[src/rtl/ctl3w_pkg.sv]
// Shared types and constants of the three-wire control port.
package ctl3w_pkg;

    // Phase of the serial exchange as seen by the receiver.
    typedef enum logic [2:0] {
        M_IDLE = 3'd0,
        M_WR1  = 3'd1,
        M_WR2  = 3'd2,
        M_READ = 3'd3,
        M_SKIP = 3'd4
    } mode_e;

    // Idle status-output select codes.
    localparam logic [2:0] SEL_UNLOCK = 3'b001;
    localparam logic [2:0] SEL_DONE   = 3'b010;
    localparam logic [2:0] SEL_IO1    = 3'b101;
    localparam logic [2:0] SEL_IO2    = 3'b110;

endpackage

[src/rtl/ctl3w_sync.sv]
// Multi-stage synchroniser for a bundle of asynchronous single-bit lines.
// Assumes each input is held for many system clocks, so no pulse is lost.
module ctl3w_sync #(
    parameter int W      = 3,
    parameter int STAGES = 2
) (
    input  logic         clk,
    input  logic         rst_n,
    input  logic [W-1:0] d_i,
    output logic [W-1:0] q_o
);

    logic [W-1:0] stg [STAGES];

    for (genvar g = 0; g < STAGES; g++) begin : g_stage
        if (g == 0) begin : g_first
            // First capture flop of the chain.
            always_ff @(posedge clk) begin
                if (!rst_n) stg[g] <= '0;
                else        stg[g] <= d_i;
            end
        end else begin : g_rest
            // Further metastability-settling flops.
            always_ff @(posedge clk) begin
                if (!rst_n) stg[g] <= '0;
                else        stg[g] <= stg[g-1];
            end
        end
    end

    assign q_o = stg[STAGES-1];

endmodule

[src/rtl/ctl3w_rx.sv]
// Serial receiver: collects the address while enable is low, decodes it on
// enable rise, gathers write data and commits it to the addressed control
// register on enable fall when exactly DATA_W bits arrived.
// Assumes edge pulses are single-cycle and come from synchronised lines.
module ctl3w_rx
    import ctl3w_pkg::*;
#(
    parameter int              ADDR_W   = 8,
    parameter int              DATA_W   = 24,
    parameter logic [ADDR_W-1:0] ADDR_WR1 = 8'h82,
    parameter logic [ADDR_W-1:0] ADDR_WR2 = 8'h92,
    parameter logic [ADDR_W-1:0] ADDR_RD  = 8'hA2
) (
    input  logic              clk,
    input  logic              rst_n,
    input  logic              ce_lvl_i,
    input  logic              ce_rise_i,
    input  logic              ce_fall_i,
    input  logic              sclk_rise_i,
    input  logic              sdi_i,
    output mode_e             mode_o,
    output logic              rd_start_o,
    output logic              xfer_start_o,
    output logic              ld1_o,
    output logic              ld2_o,
    output logic [DATA_W-1:0] ctrl1_o,
    output logic [DATA_W-1:0] ctrl2_o
);

    localparam int CNT_W = $clog2(DATA_W + 2);
    localparam logic [CNT_W-1:0] CNT_FULL = CNT_W'(DATA_W);
    localparam logic [CNT_W-1:0] CNT_SAT  = CNT_W'(DATA_W + 1);

    logic [ADDR_W-1:0] addr_sh;
    logic [DATA_W-1:0] data_sh;
    logic [CNT_W-1:0]  bit_cnt;
    mode_e             mode_q;
    logic              hit_wr1, hit_wr2, hit_rd, in_write;

    assign hit_wr1  = (addr_sh == ADDR_WR1);
    assign hit_wr2  = (addr_sh == ADDR_WR2);
    assign hit_rd   = (addr_sh == ADDR_RD);
    assign in_write = (mode_q == M_WR1) || (mode_q == M_WR2);

    // Address shift register, LSB first, active only while enable is low.
    always_ff @(posedge clk) begin
        if (!rst_n)                      addr_sh <= '0;
        else if (ce_fall_i)              addr_sh <= '0;
        else if (!ce_lvl_i && sclk_rise_i) addr_sh <= {sdi_i, addr_sh[ADDR_W-1:1]};
    end

    // Exchange phase: decoded on enable rise, closed on enable fall.
    always_ff @(posedge clk) begin
        if (!rst_n) begin
            mode_q <= M_IDLE;
        end else if (ce_rise_i) begin
            if (hit_wr1)      mode_q <= M_WR1;
            else if (hit_wr2) mode_q <= M_WR2;
            else if (hit_rd)  mode_q <= M_READ;
            else              mode_q <= M_SKIP;
        end else if (ce_fall_i) begin
            mode_q <= M_IDLE;
        end
    end

    // Write data shift register with a saturating bit counter.
    always_ff @(posedge clk) begin
        if (!rst_n) begin
            data_sh <= '0;
            bit_cnt <= '0;
        end else if (ce_rise_i) begin
            data_sh <= '0;
            bit_cnt <= '0;
        end else if (in_write && sclk_rise_i) begin
            data_sh <= {sdi_i, data_sh[DATA_W-1:1]};
            if (bit_cnt != CNT_SAT) bit_cnt <= bit_cnt + 1'b1;
        end
    end

    assign ld1_o = ce_fall_i && (mode_q == M_WR1) && (bit_cnt == CNT_FULL);
    assign ld2_o = ce_fall_i && (mode_q == M_WR2) && (bit_cnt == CNT_FULL);

    // Control register bank, loaded only at a well-formed write close.
    always_ff @(posedge clk) begin
        if (!rst_n) begin
            ctrl1_o <= '0;
            ctrl2_o <= '0;
        end else begin
            if (ld1_o) ctrl1_o <= data_sh;
            if (ld2_o) ctrl2_o <= data_sh;
        end
    end

    assign mode_o       = mode_q;
    assign rd_start_o   = ce_rise_i && hit_rd;
    assign xfer_start_o = ce_rise_i && (hit_wr1 || hit_wr2 || hit_rd);

endmodule

[src/rtl/ctl3w_tx.sv]
// Return-line driver: holds the sticky unlock flag, captures and shifts the
// status word in read mode, and selects the idle status source otherwise.
// Assumes status inputs are already synchronous to clk.
module ctl3w_tx
    import ctl3w_pkg::*;
#(
    parameter int CNT_W = 20
) (
    input  logic             clk,
    input  logic             rst_n,
    input  mode_e            mode_i,
    input  logic             rd_start_i,
    input  logic             xfer_start_i,
    input  logic             sclk_fall_i,
    input  logic [2:0]       sel_i,
    input  logic             io1_pin_i,
    input  logic             io2_pin_i,
    input  logic             unlock_evt_i,
    input  logic             count_done_i,
    input  logic [CNT_W-1:0] count_val_i,
    output logic             sticky_o,
    output logic             rd_bit_o,
    output logic             pull_o
);

    localparam int WORD_W = CNT_W + 3;

    logic [WORD_W-1:0] word_sh;
    logic              sticky_q;
    logic              idle_pull;

    // Sticky unlock flag: set by an event, cleared at a valid address decode.
    always_ff @(posedge clk) begin
        if (!rst_n)            sticky_q <= 1'b0;
        else if (xfer_start_i) sticky_q <= unlock_evt_i;
        else if (unlock_evt_i) sticky_q <= 1'b1;
    end

    // Status word capture at read selection, then shift on falling clock.
    always_ff @(posedge clk) begin
        if (!rst_n)
            word_sh <= '0;
        else if (rd_start_i)
            word_sh <= {io2_pin_i, io1_pin_i, ~sticky_q, count_val_i};
        else if (mode_i == M_READ && sclk_fall_i)
            word_sh <= {word_sh[WORD_W-2:0], 1'b0};
    end

    // Idle status multiplexer.
    always_comb begin
        case (sel_i)
            SEL_UNLOCK: idle_pull = sticky_q;
            SEL_DONE:   idle_pull = count_done_i;
            SEL_IO1:    idle_pull = ~io1_pin_i;
            SEL_IO2:    idle_pull = ~io2_pin_i;
            default:    idle_pull = 1'b0;
        endcase
    end

    // Registered pull-low request for the open-drain return line.
    always_ff @(posedge clk) begin
        if (!rst_n) begin
            pull_o <= 1'b0;
        end else begin
            case (mode_i)
                M_READ:  pull_o <= ~word_sh[WORD_W-1];
                M_IDLE:  pull_o <= idle_pull;
                default: pull_o <= 1'b0;
            endcase
        end
    end

    assign sticky_o = sticky_q;
    assign rd_bit_o = word_sh[WORD_W-1];

endmodule

[src/rtl/ctl3w_port.sv]
// Top of the addressed three-wire control port. Synchronises the serial
// lines, derives edge pulses and joins the receiver and return-line driver.
// Assumes the host holds each serial level for several system clocks.
module ctl3w_port
    import ctl3w_pkg::*;
#(
    parameter int ADDR_W      = 8,
    parameter int DATA_W      = 24,
    parameter int CNT_W       = 20,
    parameter int SYNC_STAGES = 2
) (
    input  logic              clk,
    input  logic              rst_n,
    input  logic              ce_i,
    input  logic              sclk_i,
    input  logic              sdi_i,
    input  logic              io1_pin_i,
    input  logic              io2_pin_i,
    input  logic              unlock_evt_i,
    input  logic              count_done_i,
    input  logic [CNT_W-1:0]  count_val_i,
    output logic [DATA_W-1:0] ctrl1_o,
    output logic [DATA_W-1:0] ctrl2_o,
    output logic              sdo_pull_o
);

    logic [2:0] sync_q;
    logic       ce_q, sclk_q, sdi_q, ce_d, sclk_d;
    logic       ce_rise, ce_fall, sclk_rise, sclk_fall;
    mode_e      mode_w;
    logic       rd_start_w, xfer_start_w, ld1_w, ld2_w, sticky_w, rd_bit_w;

    ctl3w_sync #(.W(3), .STAGES(SYNC_STAGES)) sync_i (
        .clk  (clk),
        .rst_n(rst_n),
        .d_i  ({sdi_i, sclk_i, ce_i}),
        .q_o  (sync_q)
    );

    assign ce_q   = sync_q[0];
    assign sclk_q = sync_q[1];
    assign sdi_q  = sync_q[2];

    // Previous-level flops for edge detection.
    always_ff @(posedge clk) begin
        if (!rst_n) begin
            ce_d   <= 1'b0;
            sclk_d <= 1'b0;
        end else begin
            ce_d   <= ce_q;
            sclk_d <= sclk_q;
        end
    end

    assign ce_rise   = ce_q & ~ce_d;
    assign ce_fall   = ~ce_q & ce_d;
    assign sclk_rise = sclk_q & ~sclk_d;
    assign sclk_fall = ~sclk_q & sclk_d;

    ctl3w_rx #(.ADDR_W(ADDR_W), .DATA_W(DATA_W)) rx_i (
        .clk         (clk),
        .rst_n       (rst_n),
        .ce_lvl_i    (ce_q),
        .ce_rise_i   (ce_rise),
        .ce_fall_i   (ce_fall),
        .sclk_rise_i (sclk_rise),
        .sdi_i       (sdi_q),
        .mode_o      (mode_w),
        .rd_start_o  (rd_start_w),
        .xfer_start_o(xfer_start_w),
        .ld1_o       (ld1_w),
        .ld2_o       (ld2_w),
        .ctrl1_o     (ctrl1_o),
        .ctrl2_o     (ctrl2_o)
    );

    ctl3w_tx #(.CNT_W(CNT_W)) tx_i (
        .clk         (clk),
        .rst_n       (rst_n),
        .mode_i      (mode_w),
        .rd_start_i  (rd_start_w),
        .xfer_start_i(xfer_start_w),
        .sclk_fall_i (sclk_fall),
        .sel_i       (ctrl2_o[2:0]),
        .io1_pin_i   (io1_pin_i),
        .io2_pin_i   (io2_pin_i),
        .unlock_evt_i(unlock_evt_i),
        .count_done_i(count_done_i),
        .count_val_i (count_val_i),
        .sticky_o    (sticky_w),
        .rd_bit_o    (rd_bit_w),
        .pull_o      (sdo_pull_o)
    );

endmodule

[config.mk]
export PLATFORM = sky130hd
export DESIGN_NAME = ctl3w_port
export DESIGN_NICKNAME = d
export VERILOG_FILES = /design/src/rtl/ctl3w_pkg.sv /design/src/rtl/ctl3w_sync.sv /design/src/rtl/ctl3w_rx.sv /design/src/rtl/ctl3w_tx.sv /design/src/rtl/ctl3w_port.sv
export SDC_FILE = /design/constraint.sdc
export NUM_CORES = 1
export LEC_CHECK = 0
export BUFFER_PORTS_ARGS = -buffer_cell sky130_fd_sc_hd__buf_2
export CAP_MARGIN = 0
export CORE_MARGIN = 3
export CORE_UTILIZATION = 58
export CTS_BUF_LIST = sky130_fd_sc_hd__clkbuf_2 sky130_fd_sc_hd__clkbuf_4 sky130_fd_sc_hd__clkbuf_8
export DETAILED_ROUTE_END_ITERATION = 12
export PLACE_DENSITY = 0.84
export RECOVER_POWER = 25
export REMOVE_ABC_BUFFERS = 1
export SLEW_MARGIN = 40
export SYNTH_ARGS = -nofsm -noshare
export SYNTH_HDL_FRONTEND = slang
export SYNTH_SLANG_ARGS = --single-unit
[constraint.sdc]
create_clock -name clk -period 2.1 [get_ports clk]
set_clock_uncertainty 0.15 [all_clocks]
set_input_delay 0.42 -clock clk [delete_from_list [all_inputs] [get_ports clk]]
set_output_delay 0.42 -clock clk [all_outputs]
set_load 0.02 [all_outputs]
==> run metrics, run 1 <==
Sw Share 0.234; grt total ovfl 0; clock buffer count from CTS 17; Tmin final 1.91 ns; Logic pwr share 0.025; Worst Path Arrival 2.06 ns; headroom to the max-slew limit 0.124; cell depth of the worst hold path 2; root buffer cell clkbuf_8; register area share after synthesis 0.506; synth top area cells dfxtp_1, mux2i_1, nand2_1; n_diodes 0; Final Hold Vio Count 0; Final setup viols 0; CTS max path bufs 2; clock transition at the registers of the reported paths 0.07 ns; Die Wd 96.9 um; Synth Register Bits 121; worst hold path type in -> reg; max-cap viol count 0; Syn Inst Count 512; DP Cell Count 673; H-tree levels 4; P_leak 1.99 nW; internal power 0.00345 W; Die Y 96.9 um; PwrDens 794 nW/um^2; pre-CTS setup slack 0.202 ns; NetSw 0.00105 W; port bufs 77; nets 626; Detailed Route Iter0 Violations 163; fillers 597; worst-margin pin slew 1.31 ns; RSZ-0062 raised after global routing false; Clock Sinks 121; crit path max fanout 21; sequential share of power 0.512; Total Power 0.00451 W; Via Count 3752; Synth cell types 38; Cell Count, Final, Fillers Out 705; area share of the largest cell type after synthesis 0.506; Yosys Warn Count 0; HPWL after DPL 6.51 mm; Final WS setup 0.189 ns; Peak VDD IR 0.458 mV; CTS tree yes; antenna-violating nets left 0; hold buffer count at CTS 0; Starting Density 0.607; Req. time, crit path 2.25 ns; first-pass GRT wire length 16.7 mm; Ports 78; ratio of cells with drive above 1 in the final layout 0.174; worst-case reg-to-reg path depth 6; WL/cell 13.8 um; initial antenna violation count 0; Cell Rows 32; area delta synth->final 18.5%; clock power share 0.463; CP Capture Type flip-flop; drt pass-1 iters 6; core area 7890 sq um; post-CTS sizing 0; vias in the first global route 3711; largest net degree at the start of global routing 53; Mean Syn Cell Area 9.36 sq um; worst skew pair latency 0.43 ns; maximum clock rate 523 MHz; status finished, final reports clean; setup bufs post-CTS 0; Die ar. 9390 sq um; Final GP Congestion 0.810; WS Path Type reg -> reg; CP startpoint kind flip-flop; DRC violations left 0; vias per cell 5.32; Pins Over Slew Limit 0; crit share post-route 0.910; GRT Total Usage 0.216; Mapped Area 4790 sq um; drt total wl 9.76 mm; Yosys top cell by area dfxtp_1
==> final cells by class <==
cell class / count / area, sq um / share of cell area
Tap cell: 102 / 128 / 0.0225
Sequential cell: 121 / 2420 / 0.427
Timing Repair Buffer: 91 / 512 / 0.0902
Clock buffer: 18 / 241 / 0.0425
Inverter: 10 / 37.5 / 0.00661
Multi-Input combinational cell: 349 / 2170 / 0.382
Clock inverter: 14 / 164 / 0.0289
==> power by group through the flow <==
stage	clock [W]	combinational [W]	sequential, W
floorplan	0	0.0000526	0.00236
global placement	0	0.000110	0.00236
detailed placement	0	0.000112	0.00236
CTS	0.00213	0.000114	0.00231
global route	0.00225	0.000126	0.00231
finish	0.00209	0.000114	0.00231
==> layout by cell type, fill, tap and decap left out, drive strengths merged, types with 2 or more instances in the layout <==
master / instances
or3b: 2
o21ai: 22
ha: 7
xnor2: 2
dfxtp: 121
nand2: 97
clkinv: 3
and2: 11
o21a: 2
nand3: 3
clkinvlp: 3
nand4: 4
nand3b: 3
nor3b: 3
nand2b: 3
buf: 68
nor2: 17
mux2i: 56
a22oi: 2
bufinv: 2
inv: 16
a21oi: 25
xor2: 4
nor4: 2
a31oi: 23
clkbuf: 41
nor2b: 52
and3: 2
==> metrics by stage <==
stage                     setup TNS [ns]  instance area [sq um]  hold slack [ns]  utilization
after CTS                              0                   5700           0.0235        0.723
after floorplan                   -17.95                   4630            0.262            -
final                                  0                   5680           0.0476        0.720
after global routing                   0                   5680           0.0271        0.720
after detailed placement               0                   5300            0.272        0.672
after global placement                 0                   5300            0.264        0.672
==> cell usage after synthesis <==
| master | count |
|---|---|
| a21boi_0 | 1 |
| a21oi_1 | 25 |
| a221o_1 | 1 |
| a22oi_1 | 2 |
| a31oi_1 | 23 |
| a41oi_1 | 1 |
| and2_1 | 11 |
| and3_1 | 2 |
| and4bb_2 | 1 |
| buf_1 | 2 |
| buf_2 | 3 |
| buf_4 | 1 |
| buf_6 | 2 |
| buf_8 | 2 |
| clkbuf_1 | 22 |
| dfxtp_1 | 121 |
| ha_1 | 7 |
| inv_1 | 10 |
| mux2i_1 | 56 |
| nand2_1 | 97 |
| nand2b_1 | 3 |
| nand3_1 | 3 |
| nand3b_1 | 3 |
| nand4_1 | 4 |
| nand4b_1 | 1 |
| nor2_1 | 17 |
| nor2b_1 | 52 |
| nor3_4 | 1 |
| nor3b_1 | 3 |
| nor4_1 | 1 |
| nor4_4 | 1 |
| o21a_1 | 2 |
| o21ai_0 | 22 |
| o221ai_1 | 1 |
| or3b_1 | 1 |
| or3b_2 | 1 |
| xnor2_1 | 2 |
| xor2_1 | 4 |
==> registers in the layout (all words and copies together) (netlist names) <==
register and count:
rx_i.data_sh 24, rx_i.ctrl1_o 24, rx_i.bit_cnt 5, sync_i.stg 6, tx_i.pull_o 1, rx_i.mode_o 3
tx_i.sticky_o 1, sclk_d 1, ce_d 1, tx_i.word_sh 23, rx_i.ctrl2_o 24, rx_i.addr_sh 8
==> per-layer routing <==
metal  track usage  wire length, um
met3        0.0526              517
met1         0.253             4250
met4        0.0832              119
met2         0.379             4870
met5             0                0
==> cells by family after synthesis <==
logic type               synth area share
flip-flops                          0.506
buffers and inverters              0.0423
AO/OA/AOI/OAI                      0.0927
adder cells (fa/ha/maj)            0.0183
XOR/XNOR                           0.0110
AND/OR/NAND/NOR                     0.213
multiplexers                        0.117
==> worst paths after layout <==
check | startpoint | end | slack, ns
worst max-delay path | rx_i.mode_o[1] | rx_i.data_sh[20] | 0.19
worst min-delay path | sclk_i | sync_i.stg[0][1] | 0.05
worst max register to register | rx_i.mode_o[1] | rx_i.data_sh[20] | 0.19
worst min register to register | sync_i.stg[0][2] | sync_i.stg[1][2] | 0.29
==> critical path: stages (launching register included) <==
cell	delay, ns
dfxtp_1	0.39
buf_4	0.15
xor2_1	0.42
nand2_1	0.23
buf_4	0.27
nand2_1	0.10
a21oi_1	0.08
Note: power is estimated with default switching activity, not from simulation.
==> inputs of run 2 (changes only) <==
--- a/config.mk
+++ b/config.mk
@@ -5,15 +5,16 @@
 export SDC_FILE = /design/constraint.sdc
 export NUM_CORES = 1
 export LEC_CHECK = 0
+export ABC_CLOCK_PERIOD_IN_PS = 2100
 export BUFFER_PORTS_ARGS = -buffer_cell sky130_fd_sc_hd__buf_2
 export CAP_MARGIN = 0
 export CORE_MARGIN = 3
 export CORE_UTILIZATION = 58
 export CTS_BUF_LIST = sky130_fd_sc_hd__clkbuf_2 sky130_fd_sc_hd__clkbuf_4 sky130_fd_sc_hd__clkbuf_8
 export DETAILED_ROUTE_END_ITERATION = 12
+export MAX_ROUTING_LAYER = met4
 export PLACE_DENSITY = 0.84
 export RECOVER_POWER = 25
-export REMOVE_ABC_BUFFERS = 1
 export SLEW_MARGIN = 40
 export SYNTH_ARGS = -nofsm -noshare
 export SYNTH_HDL_FRONTEND = slang
==> run 2 against run 1 <==
Net effect:
- sequential power about the same
- critical path depth down 1
- core utilization down 0.98 points
- via count up 0.85%
- count of clock-buffer cells in the layout up 1
- global-route usage up 0.24 points
- wire length up 2.5%
- die area unchanged
- worst hold slack better by 0.00063 ns
- final cell count up 0.43%
- final area down 1.4%
- clock power down 10%
- critical endpoint is now tx_i.word_sh[16]
==> run metrics, run 2 (same netlist as run 1, synthesis figures left out) <==
Final WS setup 0.168 ns (-0.0212 ns); antenna-violating nets left 0 (unchanged); first-pass GRT wire length 16.5 mm (-1.2%); sequential share of power 0.537 (+0.025); vias in the first global route 3709 (-0.054%); CP cell instances nand3b_1 -> or3b_2 -> buf_4 -> nand2_1 -> a31oi_1; H-tree levels 4 (unchanged); Logic pwr share 0.026 (about the same); ratio of cells with drive above 1 in the final layout 0.170 (-0.00416); WL/cell 14.1 um (+2.0%); post-CTS sizing 0 (unchanged); drt total wl 10.0 mm (+2.5%); root buffer cell clkbuf_8; CTS tree yes; Peak VDD IR 0.390 mV (-15%); worst skew pair latency 0.42 ns (about the same); maximum clock rate 518 MHz (-1.1%); port bufs 77 (unchanged); worst-case reg-to-reg path depth 5 (-1); crit path max fanout 15 (-29%); DRC violations left 0 (unchanged); RSZ-0062 raised after global routing false; most frequent cells in the layout dfxtp_1, nand2_1, mux2i_1; largest net degree at the start of global routing 30 (-43%); vias per cell 5.34 (+0.43%); WP buf/inv 1 (-1); Cell Rows 32 (unchanged); clock transition at the registers of the reported paths 0.07 ns (about the same); CP startpoint kind flip-flop; CTS max path bufs 2 (unchanged); setup bufs post-CTS 0 (unchanged); headroom to the max-slew limit 0.405 (+0.281); Ports 78 (unchanged); biggest regs rx_i.ctrl1_o: 24 flops, rx_i.ctrl2_o: 24 flops, rx_i.data_sh: 24 flops; clock buffer count from CTS 17 (unchanged); GRT Total Usage 0.218 (+0.00242); Final GP Congestion 0.813 (+0.42%); max-cap viol count 0 (unchanged); crit share post-route 0.920 (+0.0101); HPWL after DPL 6.77 mm (+4.0%); critical path depth 5 (-1); nets 629 (+0.48%); internal power 0.00334 W (-3.4%); drt pass-1 iters 4 (-2); Die Wd 96.9 um (unchanged); Detailed Route Iter0 Violations 176 (+8.0%); Req. time, crit path 2.24 ns (about the same); Final TNS setup 0 ns (unchanged); WS Path Type reg -> reg; most common cell after layout, fill and taps aside dfxtp_1; Pins Over Slew Limit 0 (unchanged); PwrDens 768 nW/um^2 (-3.3%); Die ar. 9390 sq um (unchanged); worst hold path type in -> reg; status finished, final reports clean; fillers 589 (-1.3%); Tmin final 1.93 ns (+0.0212 ns); hold buffer count at CTS 0 (unchanged); Sw Share 0.224 (-0.00998); clock power share 0.437 (-0.026); Clock Sinks 121 (unchanged); n_diodes 0 (unchanged); Worst Path Arrival 2.08 ns (+0.02 ns); Final Hold Vio Count 0 (unchanged); sequential cell area 2420 sq um (unchanged); pre-CTS setup slack 0.175 ns (-0.0273 ns); cell depth of the worst hold path 2 (unchanged); max incr delay on CP 0.60 ns (+0.18 ns); Via Count 3784 (+0.85%); grt total ovfl 0 (unchanged); Crit path max-delay family simple AND/OR/NAND/NOR gates; CP Capture Type flip-flop; NetSw 0.000961 W (-8.7%); P_leak 1.96 nW (-1.7%); Synth Net Count 548; area delta synth->final 16.8%; core area 7890 sq um (unchanged); multi-input gate area in the final layout 2170 sq um (unchanged); Die Y 96.9 um (unchanged); initial antenna violation count 0 (unchanged); Starting Density 0.607 (unchanged); CP max-delay cell or3b_2; worst-margin pin slew 0.892 ns (-0.421 ns); Final setup viols 0 (unchanged)
==> run 2: power groups by stage <==
| stage | Sequential [W] | Clock [W] | Combinational (W) |
|---|---|---|---|
| finish | 0.00231 | 0.00188 | 0.000112 |
| global route | 0.00231 | 0.00201 | 0.000124 |
| CTS | 0.00231 | 0.00191 | 0.000114 |
| detailed placement | 0.00236 | 0 | 0.000113 |
| global placement | 0.00236 | 0 | 0.000111 |
| floorplan | 0.00236 | 0 | 0.0000700 |
==> run 2: worst paths after layout <==
| check | from | endpoint | slack [ns] |
|---|---|---|---|
| setup reg to reg | rx_i.mode_o[1] | tx_i.word_sh[16] | 0.17 |
| hold / removal | unlock_evt_i | tx_i.sticky_o | 0.05 |
| hold reg to reg | sync_i.stg[0][1] | sync_i.stg[1][1] | 0.29 |
| setup / recovery | rx_i.mode_o[1] | tx_i.word_sh[16] | 0.17 |
==> run 2: through the flow <==
stage | hold WS (ns) | cell area, sq um | utilization | instances | power, W
after floorplan | 0.262 | 4790 | - | 512 | 0.00243
after global placement | 0.265 | 5270 | 0.668 | 676 | 0.00247
after detailed placement | 0.269 | 5270 | 0.668 | 676 | 0.00247
after CTS | 0.0343 | 5640 | 0.715 | 708 | 0.00433
after global routing | 0.0379 | 5600 | 0.710 | 708 | 0.00444
final | 0.0482 | 5600 | 0.710 | 708 | 0.00430
==> run 2: final cells by class <==
| type | instances | area share |
|---|---|---|
| clock buffer | 19 | 0.0467 |
| clock inverter | 13 | 0.0186 |
| inverter | 10 | 0.00671 |
| multi-input combinational | 349 | 0.388 |
| sequential | 121 | 0.433 |
| tap | 102 | 0.0228 |
| timing repair buffer | 94 | 0.0847 |
==> run 2: worst register-to-register path, stage by stage (launching register included) <==
cell      delay [ns]
dfxtp_1         0.45
nand3b_1        0.18
or3b_2          0.60
buf_4           0.23
nand2_1         0.09
a31oi_1         0.10
==> run 2: per-layer routing <==
layer / GRT usage / wire, um / vias to the layer above
met5: - / 0 / -
met4: 0.0832 / 199 / 0
met3: 0.0707 / 504 / 23
met2: 0.351 / 4850 / 106
met1: 0.254 / 4440 / 1772
li1: - / - / 1883
==> inputs of run 3 (changes only) <==
--- a/config.mk
+++ b/config.mk
@@ -11,11 +11,13 @@
 export CORE_MARGIN = 3
 export CORE_UTILIZATION = 58
 export CTS_BUF_LIST = sky130_fd_sc_hd__clkbuf_2 sky130_fd_sc_hd__clkbuf_4 sky130_fd_sc_hd__clkbuf_8
+export CTS_CLUSTER_DIAMETER = 150
 export DETAILED_ROUTE_END_ITERATION = 12
 export MAX_ROUTING_LAYER = met4
-export PLACE_DENSITY = 0.84
+export PLACE_DENSITY = 0.83
 export RECOVER_POWER = 25
 export SLEW_MARGIN = 40
 export SYNTH_ARGS = -nofsm -noshare
 export SYNTH_HDL_FRONTEND = slang
+export SYNTH_HIERARCHICAL = 1
 export SYNTH_SLANG_ARGS = --single-unit
==> run 3 against run 2 <==
Net effect:
- sequential share of layout area decreased by 1.2 points
- final cell count increased by 1.3%
- worst hold slack got worse by 0.0073 ns
- register-to-register slack about the same
- final area increased by 2.9%
- worst setup slack got worse by 0.0024 ns
- maximum frequency decreased by 0.12%
- clock power increased by 23%
- critical path type unchanged
- highest routed layer unchanged
==> run metrics, run 3 <==
CP cell instances inv_1 -> ha_1 -> nand2b_1 -> or4b_1 -> buf_4 -> mux2i_1; most common cell after layout, fill and taps aside dfxtp_1; hold buffer count at CTS 0 (unchanged); Final setup viols 0 (unchanged); Die ar. 9550 sq um (+1.8%); Die Y 97.7 um (+0.89%); Via Count 3983 (+5.3%); clock transition at the registers of the reported paths 0.08 ns (about the same); Peak VDD IR 0.562 mV (+44%); Syn Inst Count 529 (+3.3%); Pins Over Slew Limit 0 (unchanged); Req. time, crit path 2.26 ns (+0.02 ns); DP Cell Count 685 (+1.3%); grt total ovfl 0 (unchanged); status finished, final reports clean; NetSw 0.00109 W (+14%); drt pass-1 iters 5 (+1); largest net degree at the start of global routing 45 (+50%); first-pass GRT wire length 17.5 mm (+5.9%); Worst Path Arrival 2.09 ns (about the same); Reg-to-Reg Start rx_i/bit_cnt[0]; internal power 0.00366 W (+9.8%); worst hold path type in -> reg; setup bufs post-CTS 0 (unchanged); drt total wl 10.6 mm (+6.1%); CP startpoint kind flip-flop; Total Power 0.00475 W (+11%); core area 7930 sq um (+0.51%); vias in the first global route 3889 (+4.9%); WL/cell 14.8 um (+4.7%); maximum clock rate 517 MHz (-0.12%); Detailed Route Iter0 Violations 180 (+2.3%); Tmin final 1.93 ns (+0.00239 ns); CP Launch Point rx_i/bit_cnt[0]; Clock Sinks 121 (unchanged); max-cap viol count 0 (unchanged); Mapped Area 4880 sq um (+1.9%); Die Wd 97.7 um (+0.89%); HPWL after DPL 6.88 mm (+1.6%); biggest regs rx_i/ctrl1_o: 24 flops, rx_i/ctrl2_o: 24 flops, rx_i/data_sh: 24 flops; H-tree levels 4 (unchanged); Mean Syn Cell Area 9.23 sq um (-1.4%); antenna-violating nets left 0 (unchanged); crit path max fanout 15 (unchanged); CP max-delay cell or4b_1; PwrDens 826 nW/um^2 (+7.6%); WHS 0.0409 ns (-0.00725 ns); vias per cell 5.56 (+3.9%); sequential share of power 0.485 (-0.052); WS Path Type reg -> reg; CTS max path bufs 2 (unchanged); Sw Share 0.229 (+0.00589); P_leak 2.40 nW (+23%); nets 634 (+0.79%); GRT Total Usage 0.229 (+0.0112); Yosys Warn Count 6 (+6); Ports 78 (unchanged); initial antenna violation count 0 (unchanged); DRC violations left 0 (unchanged); max incr delay on CP 0.54 ns (-0.06 ns); Cell Count, Final, Fillers Out 717 (+1.3%); clock buffer count from CTS 17 (unchanged); CP Capture Type flip-flop; CTS tree yes; port bufs 77 (unchanged); fin util 0.726 (+0.0166); most frequent cells in the layout dfxtp_1, nand2_1, mux2i_1; headroom to the max-slew limit 0.462 (+0.0574); Final GP Congestion 0.857 (+5.4%); Final Hold Vio Count 0 (unchanged); ratio of cells with drive above 1 in the final layout 0.159 (-0.0106); worst skew pair latency 0.44 ns (+0.02 ns); crit share post-route 0.921 (+0.00114); worst-margin pin slew 0.806 ns (-0.0861 ns); worst hold start sclk_i; Starting Density 0.616 (+0.00845); RSZ-0062 raised after global routing false; Synth Net Count 561 (+2.4%); root buffer cell clkbuf_8; clock power share 0.488 (+0.051); area delta synth->final 17.9%; Final TNS setup 0 ns (unchanged); Logic pwr share 0.027 (about the same); n_diodes 0 (unchanged); Cell Rows 32 (unchanged); post-CTS sizing 0 (unchanged)
==> run 3: layout make-up <==
class / instances / area (sq um)
fillers: 608 / 2170
repair buffers: 93 / 472
clock buffers: 17 / 234
multi-input cells: 360 / 2250
inverters: 9 / 36.3
clock inverters: 15 / 214
well taps: 102 / 128
flip-flops and latches: 121 / 2420
==> run 3: power groups by stage <==
stage	sequential [W]	combinational [W]	clock, W
final	0.00231	0.000128	0.00232
after global routing	0.00231	0.000141	0.00247
after CTS	0.00231	0.000129	0.00236
after detailed placement	0.00236	0.000128	0
after global placement	0.00236	0.000126	0
after floorplan	0.00236	0.0000746	0
==> run 3: critical path: cells and delay by family, from the launching register on <==
family / cells / cell delay, ns
flops: 1 / 0.36
buf+inv: 2 / 0.35
simple gates: 2 / 0.64
fa+ha+maj: 1 / 0.15
mux: 1 / 0.15
==> run 3: worst paths after layout <==
kind,to,cells past startpoint,slack (ns)
min reg2reg,sync_i/stg[1][1],1,0.28
min,sync_i/stg[0][1],2,0.04
max,rx_i/ctrl1_o[9],6,0.17
max reg2reg,rx_i/ctrl1_o[9],6,0.17
==> run 3: through the flow <==
stage          instance area [sq um]  worst slack, ns
6_report                        5760            0.166
5_1_grt                         5760           0.0482
3_5_place_dp                    5360            0.185
2_1_floorplan                   4880            0.289
3_3_place_gp                    5360            0.255
4_1_cts                         5800           0.0736
==> run 3: per-layer routing <==
layer	track usage	wire, um
met4	0.0873	156
met5	-	0
met1	0.267	4560
met2	0.377	5350
met3	0.0657	537
